===== src/rtl/tsc_pkg.sv =====
package tsc_pkg;
  parameter int CNT_W  = 16;
  parameter int PRE_W  = 4;
  parameter int SEL_W  = 2;
  parameter int WORD_W = 32;
  parameter int PRE_LSB = 16;

  typedef enum logic [SEL_W-1:0] {
    SRC_ZERO     = 2'b00,
    SRC_INC      = 2'b01,
    SRC_EXT      = 2'b10,
    SRC_ZERO_ALT = 2'b11
  } srcSel_e;

  typedef struct packed {
    logic cntClear;
    logic cntInc;
    logic srcExt;
    logic suppressWrap;
  } dpStrobes_t;
endpackage


===== src/rtl/tsc_control.sv =====
module tsc_control
  import tsc_pkg::*;
(
  input  logic              clk,
  input  logic              rstN,
  input  logic              bitTick,
  input  logic              initMode,
  input  logic              cfgEnable,
  input  logic              wrEn,
  input  logic              wrAddr,
  input  logic [WORD_W-1:0] wrData,
  output dpStrobes_t        strobes,
  output logic [WORD_W-1:0] cfgWord
);
  srcSel_e          srcReg;
  logic [PRE_W-1:0] preReg;
  logic [PRE_W-1:0] preCnt;
  logic             cfgAccept;
  logic             cntWrite;
  logic             modeInc;
  logic             lastTick;
  srcSel_e          newSrc;

  assign newSrc    = srcSel_e'(wrData[SEL_W-1:0]);
  assign modeInc   = (srcReg == SRC_INC);
  assign cfgAccept = wrEn && !wrAddr && initMode && cfgEnable;
  assign cntWrite  = wrEn && wrAddr && modeInc;
  assign lastTick  = (preCnt == preReg);

  // Strobes towards the datapath: writes take priority over counting.
  always_comb begin
    strobes.cntClear     = cntWrite || (cfgAccept && newSrc != SRC_INC);
    strobes.cntInc       = modeInc && bitTick && lastTick && !cntWrite && !cfgAccept;
    strobes.srcExt       = (srcReg == SRC_EXT);
    strobes.suppressWrap = cntWrite || cfgAccept;
  end

  always_ff @(posedge clk or negedge rstN) begin
    if (!rstN) begin
      srcReg <= SRC_ZERO;
      preReg <= '0;
    end else if (cfgAccept) begin
      srcReg <= newSrc;
      preReg <= wrData[PRE_LSB +: PRE_W];
    end
  end

  always_ff @(posedge clk or negedge rstN) begin
    if (!rstN) begin
      preCnt <= '0;
    end else if (cfgAccept || cntWrite) begin
      preCnt <= '0;
    end else if (modeInc && bitTick) begin
      preCnt <= lastTick ? '0 : preCnt + 1'b1;
    end
  end

  always_comb begin
    cfgWord = '0;
    cfgWord[SEL_W-1:0] = srcReg;
    cfgWord[PRE_LSB +: PRE_W] = preReg;
  end
endmodule


===== src/rtl/tsc_datapath.sv =====
module tsc_datapath
  import tsc_pkg::*;
(
  input  logic             clk,
  input  logic             rstN,
  input  dpStrobes_t       strobes,
  input  logic [CNT_W-1:0] extCount,
  input  logic             sofPulse,
  input  logic             wrapClear,
  output logic [CNT_W-1:0] counterValue,
  output logic [CNT_W-1:0] tstampValue,
  output logic             wrapFlag
);
  logic [CNT_W-1:0] intCnt;
  logic [CNT_W-1:0] lastVal;
  logic             supLast;
  logic             wrapEvent;

  always_ff @(posedge clk or negedge rstN) begin
    if (!rstN)                intCnt <= '0;
    else if (strobes.cntClear) intCnt <= '0;
    else if (strobes.cntInc)   intCnt <= intCnt + 1'b1;
  end

  assign counterValue = strobes.srcExt ? extCount : intCnt;

  // A drop to zero is a wrap unless the previous edge carried a write.
  assign wrapEvent = (lastVal != '0) && (counterValue == '0) && !supLast;

  always_ff @(posedge clk or negedge rstN) begin
    if (!rstN) begin
      lastVal <= '0;
      supLast <= 1'b0;
    end else begin
      lastVal <= counterValue;
      supLast <= strobes.suppressWrap;
    end
  end

  always_ff @(posedge clk or negedge rstN) begin
    if (!rstN)          wrapFlag <= 1'b0;
    else if (wrapEvent) wrapFlag <= 1'b1;
    else if (wrapClear) wrapFlag <= 1'b0;
  end

  always_ff @(posedge clk or negedge rstN) begin
    if (!rstN)         tstampValue <= '0;
    else if (sofPulse) tstampValue <= counterValue;
  end
endmodule


===== src/rtl/can_tstamp_counter.sv =====
module can_tstamp_counter
  import tsc_pkg::*;
(
  input  logic              clk,
  input  logic              rstN,
  input  logic              bitTick,
  input  logic              sofPulse,
  input  logic [CNT_W-1:0]  extCount,
  input  logic              initMode,
  input  logic              cfgEnable,
  input  logic              wrEn,
  input  logic              wrAddr,
  input  logic [WORD_W-1:0] wrData,
  input  logic              wrapClear,
  output logic [CNT_W-1:0]  counterValue,
  output logic [CNT_W-1:0]  tstampValue,
  output logic              wrapFlag,
  output logic [WORD_W-1:0] cfgWord,
  output logic [WORD_W-1:0] cntWord
);
  dpStrobes_t strobes;

  tsc_control uCtrl (
    .clk(clk), .rstN(rstN), .bitTick(bitTick), .initMode(initMode),
    .cfgEnable(cfgEnable), .wrEn(wrEn), .wrAddr(wrAddr), .wrData(wrData),
    .strobes(strobes), .cfgWord(cfgWord)
  );

  tsc_datapath uData (
    .clk(clk), .rstN(rstN), .strobes(strobes), .extCount(extCount),
    .sofPulse(sofPulse), .wrapClear(wrapClear), .counterValue(counterValue),
    .tstampValue(tstampValue), .wrapFlag(wrapFlag)
  );

  always_comb begin
    cntWord = '0;
    cntWord[CNT_W-1:0] = counterValue;
  end
endmodule


===== config.mk =====
export PLATFORM = sky130hd
export DESIGN_NAME = can_tstamp_counter
export DESIGN_NICKNAME = d
export VERILOG_FILES = /design/src/rtl/tsc_pkg.sv /design/src/rtl/tsc_control.sv /design/src/rtl/tsc_datapath.sv /design/src/rtl/can_tstamp_counter.sv
export SDC_FILE = /design/constraint.sdc
export NUM_CORES = 1
export LEC_CHECK = 0
export ABC_AREA = 1
export BUFFER_PORTS_ARGS = -buffer_cell sky130_fd_sc_hd__buf_4
export CAP_MARGIN = 20
export CELL_PAD_IN_SITES_DETAIL_PLACEMENT = 0
export CELL_PAD_IN_SITES_GLOBAL_PLACEMENT = 2
export CORE_ASPECT_RATIO = 1.75
export CORE_UTILIZATION = 27
export CTS_CLUSTER_DIAMETER = 60
export DETAILED_ROUTE_END_ITERATION = 10
export PLACE_DENSITY = 0.88
export SLEW_MARGIN = 20
export SYNTH_ARGS = -nofsm -noshare
export SYNTH_HDL_FRONTEND = slang
export SYNTH_HIERARCHICAL = 1
export SYNTH_SLANG_ARGS = --single-unit

===== constraint.sdc =====
create_clock -name clk -period 5.2 [get_ports clk]
set_input_delay 0.26 -clock clk [delete_from_list [all_inputs] [get_ports clk]]
set_output_delay 0.26 -clock clk [all_outputs]
set_load 0.01 [all_outputs]

Word-level counts from Yosys, hierarchy flattened
Index checks and enable logic that the tools add are counted.
{"block": "classes", "addsub": 2, "n_mul": 0, "div": 0, "n_lt_le_gt_ge": 0, "n_eq_ne": 4, "shift": 0, "muxes": 8, "bitwise": 0, "n_reduce_logical": 23}
{"cell": "16-bit 2-to-1 mux", "n": 3}
{"cell": "16-bit by 1-bit adder with 16-bit output, second input constant", "n": 1}
{"cell": "16-bit logical NOT", "n": 1}
{"cell": "16-bit nonzero test", "n": 1}
{"cell": "1-bit logical AND", "n": 12}
{"cell": "4-bit 2-to-1 mux", "n": 3}
{"cell": "2-bit nonzero test", "n": 3}
{"cell": "4-bit by 1-bit adder with 4-bit output, second input constant", "n": 1}
{"cell": "4-bit == test", "n": 1}
{"cell": "1-bit logical NOT", "n": 4}
{"cell": "2-bit by 1-bit == test with 1-bit output, second input constant", "n": 1}
{"cell": "2-bit == test, second input constant", "n": 1}
{"cell": "1-bit logical OR", "n": 2}
{"cell": "1-bit 2-to-1 mux", "n": 2}
{"cell": "2-bit by 1-bit != test with 1-bit output, second input constant", "n": 1}
{"block": "totals", "ff_bits": 60, "latchBits": 0, "ram_bits": 0, "rom_bits": 0, "inputBits": 57, "out_inout_bits": 97, "memories": 0}

Depth between registers and ports, before layout
Gate-level depths: netlist (run 1).
{"block": "logic_depth", "word_depth": 8, "depth_mapped": 15, "ltp_nobuf": 15}

Cells and area by module
Netlist (run 1), hierarchy kept.
{"module": "tsc_datapath", "instances": 1, "cells_each": 276, "area_per_inst_um2": 2229.6, "seq_area_each_um2": 1251.2}
{"module": "tsc_control", "instances": 1, "cells_each": 112, "area_per_inst_um2": 829.5, "seq_area_each_um2": 250.2}
{"module": "can_tstamp_counter", "instances": 1, "cells_each": 33, "area_per_inst_um2": 244.0, "seq_area_each_um2": 0.0}

Worst setup path after synthesis (run 1)
No wires, ideal clock.
{"block": "synth_timing", "kind": "register to register", "start": "reg uCtrl.srcReg[1]", "end": "reg uData.intCnt[12]", "arrival_ns": 1.645, "required_time_ns": 5.079, "setup_slack_ns": 3.434, "path_stages_with_launch": 14, "path_buffers": 0, "cell_sequence": "dfrtp_1 -> inv_1 -> nand2_1 -> nor2_1 -> nor2_4 -> inv_2 -> nor3_2 -> inv_1 -> nand2_4 -> nand2_1 -> nor2_1 -> nand2_1 -> o21ai_0 -> nor2_1"}
{"element": "start: declaration", "line_no": "tsc_control.sv:15", "text": "srcSel_e srcReg;"}
{"element": "start signal: assignment", "line_no": "tsc_control.sv:43", "text": "srcReg <= newSrc;"}
{"element": "end signal: assignment", "line_no": "tsc_datapath.sv:22", "text": "else if (strobes.cntInc) intCnt <= intCnt + 1'b1;"}
{"element": "end: declaration", "line_no": "tsc_datapath.sv:14", "text": "logic [CNT_W-1:0] intCnt;"}

==> reports/qor_table.md, run 1 <==
| Metric | This run | Unit |
|---|---|---|
| Max Clock Freq | 436.9 | MHz |
| Count of maximum capacitance violations | 0 | - |
| Setup tns final | 0 | ns |
| Number of failing setup endpoints in the final timing report | 0 | - |
| CTS sink count | 60 | - |
| Cell Area, Synth | 3303 | um^2 |
| Total via count in the routed design | 2,738 | - |
| Post-detailed-route count of antenna-violating nets | 0 | - |
| Number of placement rows | 53 | - |
| Final-report max-slew violation count | 0 | - |
| Leakage | 2.182 | nW |
| Async set-or-reset flop fraction in the synthesized netlist | 100.0 | % |
| Final cell count without fillers | 634 | - |
| Worst-Margin Slew | 0.7707 | ns |
| Master cell of the clock root buffer | clkbuf_16 | - |
| Area inside the core boundary | 11,940 | um^2 |
| Area of the die | 12,700 | um^2 |
| Dominant cell type by area after synthesis | dfrtp_1 | - |
| Peak VDD IR | 0.0001787 | V |
| Die span in x | 85.61 | um |
| Placed wire-length estimate | 6106 | um |
| Number of buffers between clock root and the deepest sink | 2 | - |
| Number of instances in the placed design | 618 | - |
| Die extent in y | 148.3 | um |
| Placement Cell Area | 3792 | um^2 |
| Register area share after synthesis | 45.45 | % |
| H-tree Lvls | 3 | - |
| Final estimated routing congestion in global placement | 0.8225 | - |
| Outcome | finished clean | - |
| Worst Clk Skew | 0.003176 | ns |
| Setup Fix Bufs, Post-CTS | 0 | - |
| Inserted Diodes | 0 | - |
| Setup Slack @ Placement | 2.735 | ns |
| Cell with the most instances after synthesis | nand2_1 | - |
| Min Hold Slack | 0.007109 | ns |
| Initial core utilization | 27.67 | % |
| Highest fanout seen on the critical path | 15 | - |
| Non-Filler Cell Area, Final | 4086 | um^2 |
| Register-to-register setup slack | 2.91 | ns |
| Crit Path Category | flip-flop to flip-flop | - |
| Fin worst setup slack | 2.911 | ns |
| Clock-pin slew on the worst setup and hold paths | 0.05 | ns |
| Cell types with the largest area share after synthesis | dfrtp_1 (45%), buf_4 (13%), nand2_1 (13%) | - |
| Clock tree from TritonCTS | yes | - |
| Post-Route WL | 8066 | um |
| Overall track demand over capacity in global routing | 13.30 | % |
| PnR Total Power | 1.669 | mW |
| First-pass GRT wire length | 12,830 | um |
| Max-Slew Margin vs Limit | 48.62 | % |
| Post-CTS resize count | 0 | - |
| Commonest cells post-synth | nand2_1 (114), dfrtp_1 (60), buf_4 (58) | - |
| Met1 track utilization from global routing | 13.27 | % |
| Vias in the first global route | 2,583 | - |
| RSZ-0062 raised after global routing | no | - |
| Final nets | 551 | - |
| Fraction of layout instances using a drive strength above 1 | 24.55 | % |
| Number of synthesized register bits | 60 | - |
| Power density cells | 408.4 | nW/um^2 |
| Startpoint type of the worst setup path | flip-flop | - |
| Maximum number of pins on one net before global-route repair | 61 | - |
| Req. time, crit path | 5.42 | ns |
| Arrival time of data at the critical path endpoint | 2.50 | ns |
| Share of the core filled with cells in the final layout | 34.23 | % |
| Number of synthesis warnings | 6 | - |
| Cells after synthesis | 421 | - |
| Global-route track usage on met2 | 25.72 | % |
| Average vias per placed instance | 4.319 | - |
| Final cycle utilization of the critical path | 44.01 | % |
| Remaining global-route overflow | 0 | - |
| Proportion of netlist area held by the largest area contributor | 45.45 | % |
| Count of routing violations after the opening detailed-route iteration | 198 | - |
| Count of pins on the block boundary | 154 | - |
| Pre-antenna DRT Iters | 4 | - |
| Inserted Clock Buffers | 9 | - |
| Number of antenna violations at the first check in global routing | 0 | - |
| DR DRC count | 0 | - |
| Min-delay worst type | primary input to asynchronous set/reset pin | - |
| Number of buffer cells added on primary ports | 85 | - |
| CP Capture Type | flip-flop | - |
| Syn Area/Cell | 7.846 | um^2 |
| Average wire per standard cell | 12.72 | um |
| Ys flop type | dfrtp_1 | - |
| Hold_buf cts | 0 | - |
| Number of synthesized flops with an enable pin | 0 | - |
| Distinct cell type count of the synthesized netlist | 30 | - |
| Tmin final | 2.289 | ns |
| Clock Latency Late Sink | 0.33 | ns |
| Layer with the highest usage after global routing | met2 | - |
| Area added between synthesis and finish | 23.71 | % |
| Number of hold-slack violations in the final timing report | 0 | - |
| Met3 routing resource usage after global routing | 3.885 | % |
-- flip-flops by register name, summed over array words and instances, names as in the netlist --
| signal | count |
|---|---|
| uCtrl/preCnt | 4 |
| uCtrl/preReg | 4 |
| uCtrl/srcReg | 2 |
| uData/intCnt | 16 |
| uData/lastVal | 16 |
| uData/supLast | 1 |
| uData/tstampValue | 16 |
| uData/wrapFlag | 1 |
-- worst max-delay path, cell delays in order, from the launching register on --
cell	delay (ns)
dfrtp_1	0.38
inv_1	0.12
nand4_1	0.13
o21ai_0	0.23
inv_1	0.39
nand2_4	0.20
nand2_1	0.13
nor2_1	0.26
nand2_1	0.10
o21ai_0	0.15
nor2_1	0.07
-- worst paths after layout --
path | start | endpoint | cells past startpoint
min reg2reg | uData/tstampValue[9] | uData/tstampValue[9] | 2
max | uCtrl/srcReg[1] | uData/intCnt[12] | 10
max reg2reg | uCtrl/srcReg[1] | uData/intCnt[12] | 10
max in group asynchronous | rstN | uData/intCnt[14] | 1
min in group clk | wrData[17] | uCtrl/preReg[1] | 3
min | rstN | uData/lastVal[6] | 1
-- cells by family after synthesis --
family,share of synthesized area [%]
adder cells (fa/ha/maj),0.7575
AO/OA/AOI/OAI,7.727
other,0.2274
AND/OR/NAND/NOR,26.17
flip-flops,45.45
buffers and inverters,19.13
XOR/XNOR,0.5304
-- final cells by class --
class                           instances  area (um^2)
Inverter                               41        153.9
Clock buffer                           10        229.0
Clock inverter                          6        65.06
Sequential cell                        60         1501
Fill cell                            1293         7850
Tap cell                              137        171.4
Timing Repair Buffer                   86        645.6
Multi-Input combinational cell        294         1320
-- routing by layer --
| metal | share of wire, % | wire, um |
|---|---|---|
| met1 | 37 | 2992 |
| met2 | 56 | 4528 |
| met3 | 5.3 | 425 |
| met4 | 1.5 | 121 |
| met5 | 0 | 0 |
-- where the power goes --
part           internal, mW  switching [mW]  total (mW)
Sequential            0.549          0.0562       0.605
Clock                 0.370           0.219       0.589
Combinational         0.197           0.278       0.475
Total                  1.12           0.554        1.67
-- placed cells by master (no fill, tap or decap), types with 9 or more instances in the layout --
cell and n:
buf_4 86, a31oi_1 11, a21oi_1 9, conb_1 42, dfrtp_1 60, o21ai_0 22, inv_1 38, nand3_1 12
nor2_1 52, nand2_1 114, clkbuf_16 9
No activity file was read; power rests on OpenSTA's default activity.
==> run 2, diff against run 1 <==
--- a/config.mk
+++ b/config.mk
@@ -11,10 +11,10 @@
 export CELL_PAD_IN_SITES_DETAIL_PLACEMENT = 0
 export CELL_PAD_IN_SITES_GLOBAL_PLACEMENT = 2
 export CORE_ASPECT_RATIO = 1.75
-export CORE_UTILIZATION = 27
+export CORE_UTILIZATION = 25
 export CTS_CLUSTER_DIAMETER = 60
 export DETAILED_ROUTE_END_ITERATION = 10
-export PLACE_DENSITY = 0.88
+export PLACE_DENSITY = 0.82
 export SLEW_MARGIN = 20
 export SYNTH_ARGS = -nofsm -noshare
 export SYNTH_HDL_FRONTEND = slang
==> constraint.sdc (replaced) <==
create_clock -name clk -period 2.4 [get_ports clk]
set_input_delay 0.12 -clock clk [delete_from_list [all_inputs] [get_ports clk]]
set_output_delay 0.12 -clock clk [all_outputs]
set_load 0.01 [all_outputs]
==> run 2 against run 1 <==
Effect of this change:
- clock power up 100%
- non-clock buffer count up 5
- total power up 110%
- combinational power up 120%
- clock-buffer cell count down 1
- flip-flop and latch count unchanged
- first-iteration DRC count down 8.1%
- critical endpoint unchanged
- die area up 7.8%
==> reports/qor_table.md, run 2 (synthesized netlist as in run 1, its figures left out) <==
| Metric | This run | Unit | Delta |
|---|---|---|---|
| Outcome | finished clean | - |  |
| Peak VDD IR | 0.0003161 | V | +77% |
| Tmin final | 2.138 | ns | -0.1506 ns |
| Count of maximum capacitance violations | 0 | - | unchanged |
| Count of routing violations after the opening detailed-route iteration | 182 | - | -8.1% |
| Max-Slew Margin vs Limit | 46.05 | % | -2.6 points |
| Min-delay worst type | primary input to flip-flop | - |  |
| Final cycle utilization of the critical path | 89.08 | % | +45 points |
| Non-Filler Cell Area, Final | 4161 | um^2 | +1.8% |
| Worst-path cell chain | nand2_1, nand2_1, nor2_2, nand2_2, nor3_2, inv_1, nand2_4, nand2_1, nor2_1, nand2_1, o21ai_0, nor2_1 | - |  |
| Maximum number of pins on one net before global-route repair | 61 | - | unchanged |
| Average wire per standard cell | 11.96 | um | -6.0% |
| Startpoint type of the worst setup path | flip-flop | - |  |
| Highest fanout seen on the critical path | 8 | - | -7 |
| Count of pins on the block boundary | 154 | - | unchanged |
| Share of the core filled with cells in the final layout | 32.17 | % | -2.1 points |
| Fill count | 1,405 | - | +8.7% |
| Inserted Clock Buffers | 9 | - | unchanged |
| Number of buffers between clock root and the deepest sink | 2 | - | unchanged |
| Number of failing setup endpoints in the final timing report | 0 | - | unchanged |
| Buffering stage count on the worst path with inverters included | 1 | - | -1 |
| Fraction of layout instances using a drive strength above 1 | 24.70 | % | +0.15 points |
| Crit path max-delay family | simple AND/OR/NAND/NOR gates | - |  |
| Die span in x | 88.89 | um | +3.8% |
| Post-detailed-route count of antenna-violating nets | 0 | - | unchanged |
| Die extent in y | 154.1 | um | +3.9% |
| Remaining global-route overflow | 0 | - | unchanged |
| First-pass GRT wire length | 12,810 | um | -0.22% |
| CTS sink count | 60 | - | unchanged |
| H-tree Lvls | 3 | - | unchanged |
| Clock-pin slew on the worst setup and hold paths | 0.06 | ns | about the same |
| Largest registers in the final layout | uData/intCnt: 16 flops, uData/lastVal: 16 flops, uData/tstampValue: 16 flops | - |  |
| Leakage | 2.200 | nW | +0.82% |
| Final estimated routing congestion in global placement | 0.7936 | - | -3.5% |
| Number of buffer cells added on primary ports | 85 | - | unchanged |
| Master cell of the clock root buffer | clkbuf_16 | - |  |
| Placement Cell Area | 3842 | um^2 | +1.3% |
| CP Capture Type | flip-flop | - |  |
| Area inside the core boundary | 12,940 | um^2 | +8.4% |
| Post-Route WL | 8046 | um | -0.25% |
| Worst-Margin Slew | 0.8093 | ns | +0.03853 ns |
| Number of hold-slack violations in the final timing report | 0 | - | unchanged |
| Average vias per placed instance | 4.114 | - | -4.7% |
| Area of the die | 13,690 | um^2 | +7.8% |
| Max Clock Freq | 467.7 | MHz | +7.0% |
| Number of placement rows | 55 | - | +3.8% |
| Initial core utilization | 25.53 | % | -2.1 points |
| Overall track demand over capacity in global routing | 12.42 | % | -0.88 points |
| Inserted Diodes | 0 | - | unchanged |
| Pre-antenna DRT Iters | 4 | - | unchanged |
| Power density cells | 847.9 | nW/um^2 | +110% |
| Highest-count cells in the layout ignoring fill and taps | nand2_1 (114), buf_4 (87), dfrtp_1 (60), nor2_1 (52), conb_1 (42) | - |  |
| Most frequent standard cell in the layout excluding fill and tap cells | nand2_1 | - |  |
| Vias in the first global route | 2,660 | - | +3.0% |
| Clock Latency Late Sink | 0.33 | ns | about the same |
| Req. time, crit path | 2.61 | ns | -2.81 ns |
| RSZ-0062 raised after global routing | no | - |  |
| Total via count in the routed design | 2,769 | - | +1.1% |
| Setup tns final | 0 | ns | unchanged |
| Max stage delay cell, worst path | dfrtp_1 | - |  |
| Clock tree from TritonCTS | yes | - |  |
| Final nets | 556 | - | +0.91% |
| Placed wire-length estimate | 6137 | um | +0.51% |
| Arrival time of data at the critical path endpoint | 2.35 | ns | -0.15 ns |
| Crit Path Category | flip-flop to flip-flop | - |  |
| DR DRC count | 0 | - | unchanged |
| Max incr delay on CP | 0.45 | ns | +0.06 ns |
| Worst Clk Skew | 0.004972 | ns | +0.001796 ns |
| Number of antenna violations at the first check in global routing | 0 | - | unchanged |
| Most common cell on crit path | nand2_1 | - |  |
| Area added between synthesis and finish | 25.98 | % |  |
| Final-report max-slew violation count | 0 | - | unchanged |
## run 2: cell types whose count changed in the layout (fill, tap and decap cells not counted), sizes merged
| cell | before | now |
|---|---|---|
| clkinv | 1 | 4 |
| clkbuf | 10 | 9 |
| dlygate4sd3 | 0 | 4 |
| clkinvlp | 4 | 3 |
| buf | 86 | 87 |
| bufinv | 1 | 0 |
## run 2: metrics by stage
stage          setup slack [ns]  hold slack [ns]  power [mW]  std cells
6_report                 0.2620          0.01563       3.529        673
5_1_grt                 0.02230          0.03991       3.777        673
4_1_cts                  0.2495         0.009500       3.603        673
3_5_place_dp             0.2473           0.2646       2.375        653
3_3_place_gp             0.2753           0.2646       2.361        653
2_1_floorplan            0.6340          -0.1756       2.003        461
## run 2: repair_timing
action | CTS | global route
hold buffers | 4 | 0
buffers inserted | 0 | 0
hold endpoints to repair | 63 | 0
resized for setup | 0 | 0
## run 2: cell type report
class                      instances  area, um^2  share of cell area [%]
inverter                          41       153.9                   3.698
clock inverter                     7       53.80                   1.293
timing repair buffer              91       693.2                   16.66
tap                              171       214.0                   5.141
multi-input combinational        294        1320                   31.72
clock buffer                       9       225.2                   5.412
sequential                        60        1501                   36.08
## run 2: worst paths after layout
kind / slack (ns) / to / cells past startpoint / startpoint
max reg2reg: 0.26 / uData/intCnt[12] / 12 / uCtrl/preCnt[2]
min reg2reg: 0.48 / uData/tstampValue[0] / 2 / uData/tstampValue[0]
min in group asynchronous: 0.42 / uData/lastVal[0] / 2 / rstN
max: 0.26 / uData/intCnt[12] / 12 / uCtrl/preCnt[2]
min: 0.02 / uCtrl/preReg[2] / 3 / wrData[18]
max in group asynchronous: 1.43 / uData/lastVal[15] / 2 / rstN
## run 2: routing by layer
layer  GRT usage [%]  wire length, um  vias to the layer above
met5               0                0                        -
met4           5.069              158                        0
met3           2.576              372                       15
met2           23.48             4514                      107
met1           12.70             3000                     1283
li1                -                -                     1364
## run 2: worst reg2reg max path, stage by stage (launching register included)
cell	delay (ns)
dfrtp_1	0.45
nand2_1	0.10
nand2_1	0.06
nor2_2	0.14
nand2_2	0.11
nor3_2	0.22
inv_1	0.12
nand2_4	0.12
nand2_1	0.12
nor2_1	0.25
nand2_1	0.10
o21ai_0	0.15
nor2_1	0.06
## run 2: report_power, final
group / internal [mW] / leakage (nW) / total [mW] / switching (mW)
clock: 0.700 / 0.128 / 1.19 / 0.487
sequential: 1.19 / 0.774 / 1.31 / 0.122
combinational: 0.434 / 1.30 / 1.03 / 0.597
total: 2.32 / 2.20 / 3.53 / 1.21
==> run 3, diff against run 2 <==
--- a/config.mk
+++ b/config.mk
@@ -11,10 +11,10 @@
 export CELL_PAD_IN_SITES_DETAIL_PLACEMENT = 0
 export CELL_PAD_IN_SITES_GLOBAL_PLACEMENT = 2
 export CORE_ASPECT_RATIO = 1.75
-export CORE_UTILIZATION = 25
+export CORE_UTILIZATION = 22
 export CTS_CLUSTER_DIAMETER = 60
 export DETAILED_ROUTE_END_ITERATION = 10
-export PLACE_DENSITY = 0.82
+export PLACE_DENSITY = 0.77
 export SLEW_MARGIN = 20
 export SYNTH_ARGS = -nofsm -noshare
 export SYNTH_HDL_FRONTEND = slang
==> constraint.sdc (replaced) <==
create_clock -name clk -period 1.9 [get_ports clk]
set_input_delay 0.095 -clock clk [delete_from_list [all_inputs] [get_ports clk]]
set_output_delay 0.095 -clock clk [all_outputs]
set_load 0.01 [all_outputs]
==> run 3 against run 2 <==
Effect of this change:
- clock power is 61% higher
- first-iteration DRC count fell by 42%
- register-to-register slack worse by 0.10 ns
- critical path depth down 6
- clock skew increased by 0.00059 ns
- die area is 13% higher
- sequential power rose by 26%
- sequential share of layout area is 2.3 points lower
- via count grew 2.3%
- largest power group is now clock
- worst hold slack worse by 0.0034 ns
- total power increased by 42%
==> reports/qor_table.md, run 3 (synthesized netlist as in run 1, its figures left out) <==
| Metric | This run | Unit | Delta |
|---|---|---|---|
| Outcome | finished clean | - |  |
| Inserted Diodes | 0 | - | unchanged |
| Maximum number of pins on one net before global-route repair | 61 | - | unchanged |
| Clock Latency Late Sink | 0.33 | ns | about the same |
| Post-Route WL | 8646 | um | +7.5% |
| Post-detailed-route count of antenna-violating nets | 0 | - | unchanged |
| RSZ-0062 raised after global routing | yes | - |  |
| Number of hold-slack violations in the final timing report | 0 | - | unchanged |
| Area added between synthesis and finish | 34.92 | % |  |
| Worst hold stages | 4 | - | +1 |
| Pre-antenna DRT Iters | 4 | - | unchanged |
| Number of placement rows | 58 | - | +5.5% |
| Buffering stage count on the worst path with inverters included | 4 | - | +3 |
| Reg2Reg Depth | 11 | - | -1 |
| Average vias per placed instance | 4.028 | - | -2.1% |
| Placed wire-length estimate | 6583 | um | +7.3% |
| Die extent in y | 164.1 | um | +6.5% |
| Count of pins on the block boundary | 154 | - | unchanged |
| Crit Path Category | flip-flop to primary output | - |  |
| Register-to-register setup slack | 0.16 | ns | -0.10 ns |
| Most frequent standard cell in the layout excluding fill and tap cells | nand2_1 | - |  |
| Setup tns final | 0 | ns | unchanged |
| Highest fanout seen on the critical path | 15 | - | +7 |
| Fin worst setup slack | 0.1108 | ns | -0.1512 ns |
| Destination of the worst register-to-register timing path | uData/intCnt[8] | - |  |
| Tmin final | 1.789 | ns |  |
| Multi-input logic area | 1351 | um^2 | +2.4% |
| Master cell of the clock root buffer | clkbuf_16 | - |  |
| Reg2reg start | uCtrl/preCnt[2] | - |  |
| Power density cells | 1127 | nW/um^2 | +33% |
| Highest-count cells in the layout ignoring fill and taps | nand2_1 (112), buf_4 (104), dfrtp_1 (58), nor2_1 (48), conb_1 (42) | - |  |
| Crit path max-delay family | buffers and inverters | - |  |
| Number of buffers between clock root and the deepest sink | 2 | - | unchanged |
| Max-Slew Margin vs Limit | 46.28 | % | +0.23 points |
| Area of the die | 15,530 | um^2 | +13% |
| Req. time, crit path | 1.80 | ns | -0.81 ns |
| Peak VDD IR | 0.0004295 | V | +36% |
| Final nets | 577 | - | +3.8% |
| Number of buffer cells added on primary ports | 85 | - | unchanged |
| Vias in the first global route | 2,674 | - | +0.53% |
| Clock tree from TritonCTS | yes | - |  |
| Count of maximum capacitance violations | 0 | - | unchanged |
| Worst-Margin Slew | 0.8058 | ns | -0.003510 ns |
| Final estimated routing congestion in global placement | 0.7476 | - | -5.8% |
| Setup Slack @ Placement | -0.04668 | ns | -0.2940 ns |
| First-pass GRT wire length | 13,430 | um | +4.9% |
| Die span in x | 94.63 | um | +6.5% |
| Fraction of layout instances using a drive strength above 1 | 29.64 | % | +4.9 points |
| Area of all sequential standard cells | 1504 | um^2 | +0.17% |
| Max stage delay cell, worst path | dfrtp_1 | - |  |
| Arrival time of data at the critical path endpoint | 1.69 | ns | -0.66 ns |
| DR DRC count | 0 | - | unchanged |
| Fill count | 1,568 | - | +12% |
| Number of antenna violations at the first check in global routing | 0 | - | unchanged |
| Clock-pin slew on the worst setup and hold paths | 0.06 | ns | about the same |
| Average wire per standard cell | 12.30 | um | +2.9% |
| H-tree Lvls | 3 | - | unchanged |
| Area inside the core boundary | 14,510 | um^2 | +12% |
| CTS sink count | 60 | - | unchanged |
| Min-delay worst type | primary input to flip-flop | - |  |
| Most common cell on crit path | inv_1 | - |  |
| Max incr delay on CP | 0.37 | ns | -0.08 ns |
| Leakage | 2.345 | nW | +6.6% |
| Remaining global-route overflow | 0 | - | unchanged |
| Initial core utilization | 22.76 | % | -2.8 points |
| Inserted Clock Buffers | 9 | - | unchanged |
| Startpoint type of the worst setup path | flip-flop | - |  |
| Total via count in the routed design | 2,832 | - | +2.3% |
| CP Capture Type | primary output | - |  |
| Worst-path cell chain | inv_1, nor2_2, buf_12, o21ai_0, inv_1, buf_4 | - |  |
| Overall track demand over capacity in global routing | 11.74 | % | -0.68 points |
| End point of the most critical hold path | uData/wrapFlag | - |  |
| Largest registers in the final layout | uData/intCnt: 16 flops, uData/lastVal: 16 flops, uData/tstampValue: 16 flops | - |  |
| Final-report max-slew violation count | 0 | - | unchanged |
| Count of routing violations after the opening detailed-route iteration | 106 | - | -42% |
| Final cycle utilization of the critical path | 94.17 | % |  |
| Worst Clk Skew | 0.005564 | ns | +0.0005919 ns |
| Min-Delay Startpoint | wrapClear | - |  |
| Number of failing setup endpoints in the final timing report | 0 | - | unchanged |
| Max Clock Freq | 558.9 | MHz |  |
[run 3: changes by cell type in the layout (fill, tap and decap cells not counted), sizes merged]
cell,change
clkinvlp,-2
bufinv,+3
dlygate4sd3,+2
clkinv,-2
clkbuf,+1
buf,+19
[run 3: repair_timing]
action                                  4_1_cts  5_1_grt
pin swaps                                     2        6
setup buffers                                 1        9
cloned                                        0        0
hold endpoints to repair                     65        0
endpoints found under the setup margin       36       20
hold buffers                                  6        0
resized for setup                             6       14
[run 3: worst max path at each step]
stage,from,end,slack (ns),depth (start not counted)
4_1_cts,uCtrl/preCnt[0],uData/intCnt[13],0.005,15
5_1_grt,uCtrl/srcReg[0],counterValue[0],-0.01,6
2_1_floorplan,uCtrl/srcReg[1],uData/intCnt[12],0.13,13
3_3_place_gp,uCtrl/preCnt[2],uData/intCnt[12],-0.05,13
3_5_place_dp,uCtrl/srcReg[0],uData/intCnt[12],-0.05,12
6_report,uCtrl/srcReg[1],counterValue[13],0.11,6
[run 3: area by class of cell]
cell class / count / share of cell area (%)
Sequential cell: 60 / 33.75
Multi-Input combinational cell: 294 / 30.32
Timing Repair Buffer: 112 / 19.57
Clock buffer: 10 / 5.362
Tap cell: 180 / 5.053
Inverter: 41 / 3.453
Clock inverter: 6 / 2.499
[run 3: metrics by stage]
stage	power (mW)	hold WS (ns)	std cells	utilization [%]	area, um^2
after floorplan	2.530	-0.2006	461	-	3453
after global placement	3.029	0.2435	671	27.10	3934
after detailed placement	3.051	0.2491	671	27.10	3934
after CTS	5.036	0.001909	694	30.03	4359
after global routing	5.359	0.04749	703	30.71	4457
final	5.023	0.01221	703	30.71	4457
[run 3: report_power, final]
| part | switching (mW) | internal [mW] | leakage (nW) | total, mW |
|---|---|---|---|---|
| sequential | 0.146 | 1.50 | 0.771 | 1.65 |
| combinational | 0.805 | 0.651 | 1.41 | 1.46 |
| clock | 0.601 | 1.32 | 0.169 | 1.92 |
| total | 1.55 | 3.47 | 2.35 | 5.02 |
[run 3: worst register-to-register path: stages, from the launching register on]
cell	delay [ns]
dfrtp_2	0.43
nand2_1	0.07
nand2_1	0.05
nor2_2	0.14
nand2_2	0.10
nor3_4	0.19
inv_2	0.06
nand2_4	0.10
nand2_2	0.08
buf_4	0.15
nor3_1	0.17
nor2_1	0.07
[run 3: routing by layer]
| metal | up-vias | global-route usage [%] | share of wire [%] |
|---|---|---|---|
| met2 | 106 | 22.24 | 56 |
| met3 | 12 | 2.593 | 5.1 |
| met4 | 0 | 4.821 | 1.7 |
| li1 | 1406 | - | - |
| met1 | 1308 | 12.05 | 37 |
| met5 | - | 0 | 0 |
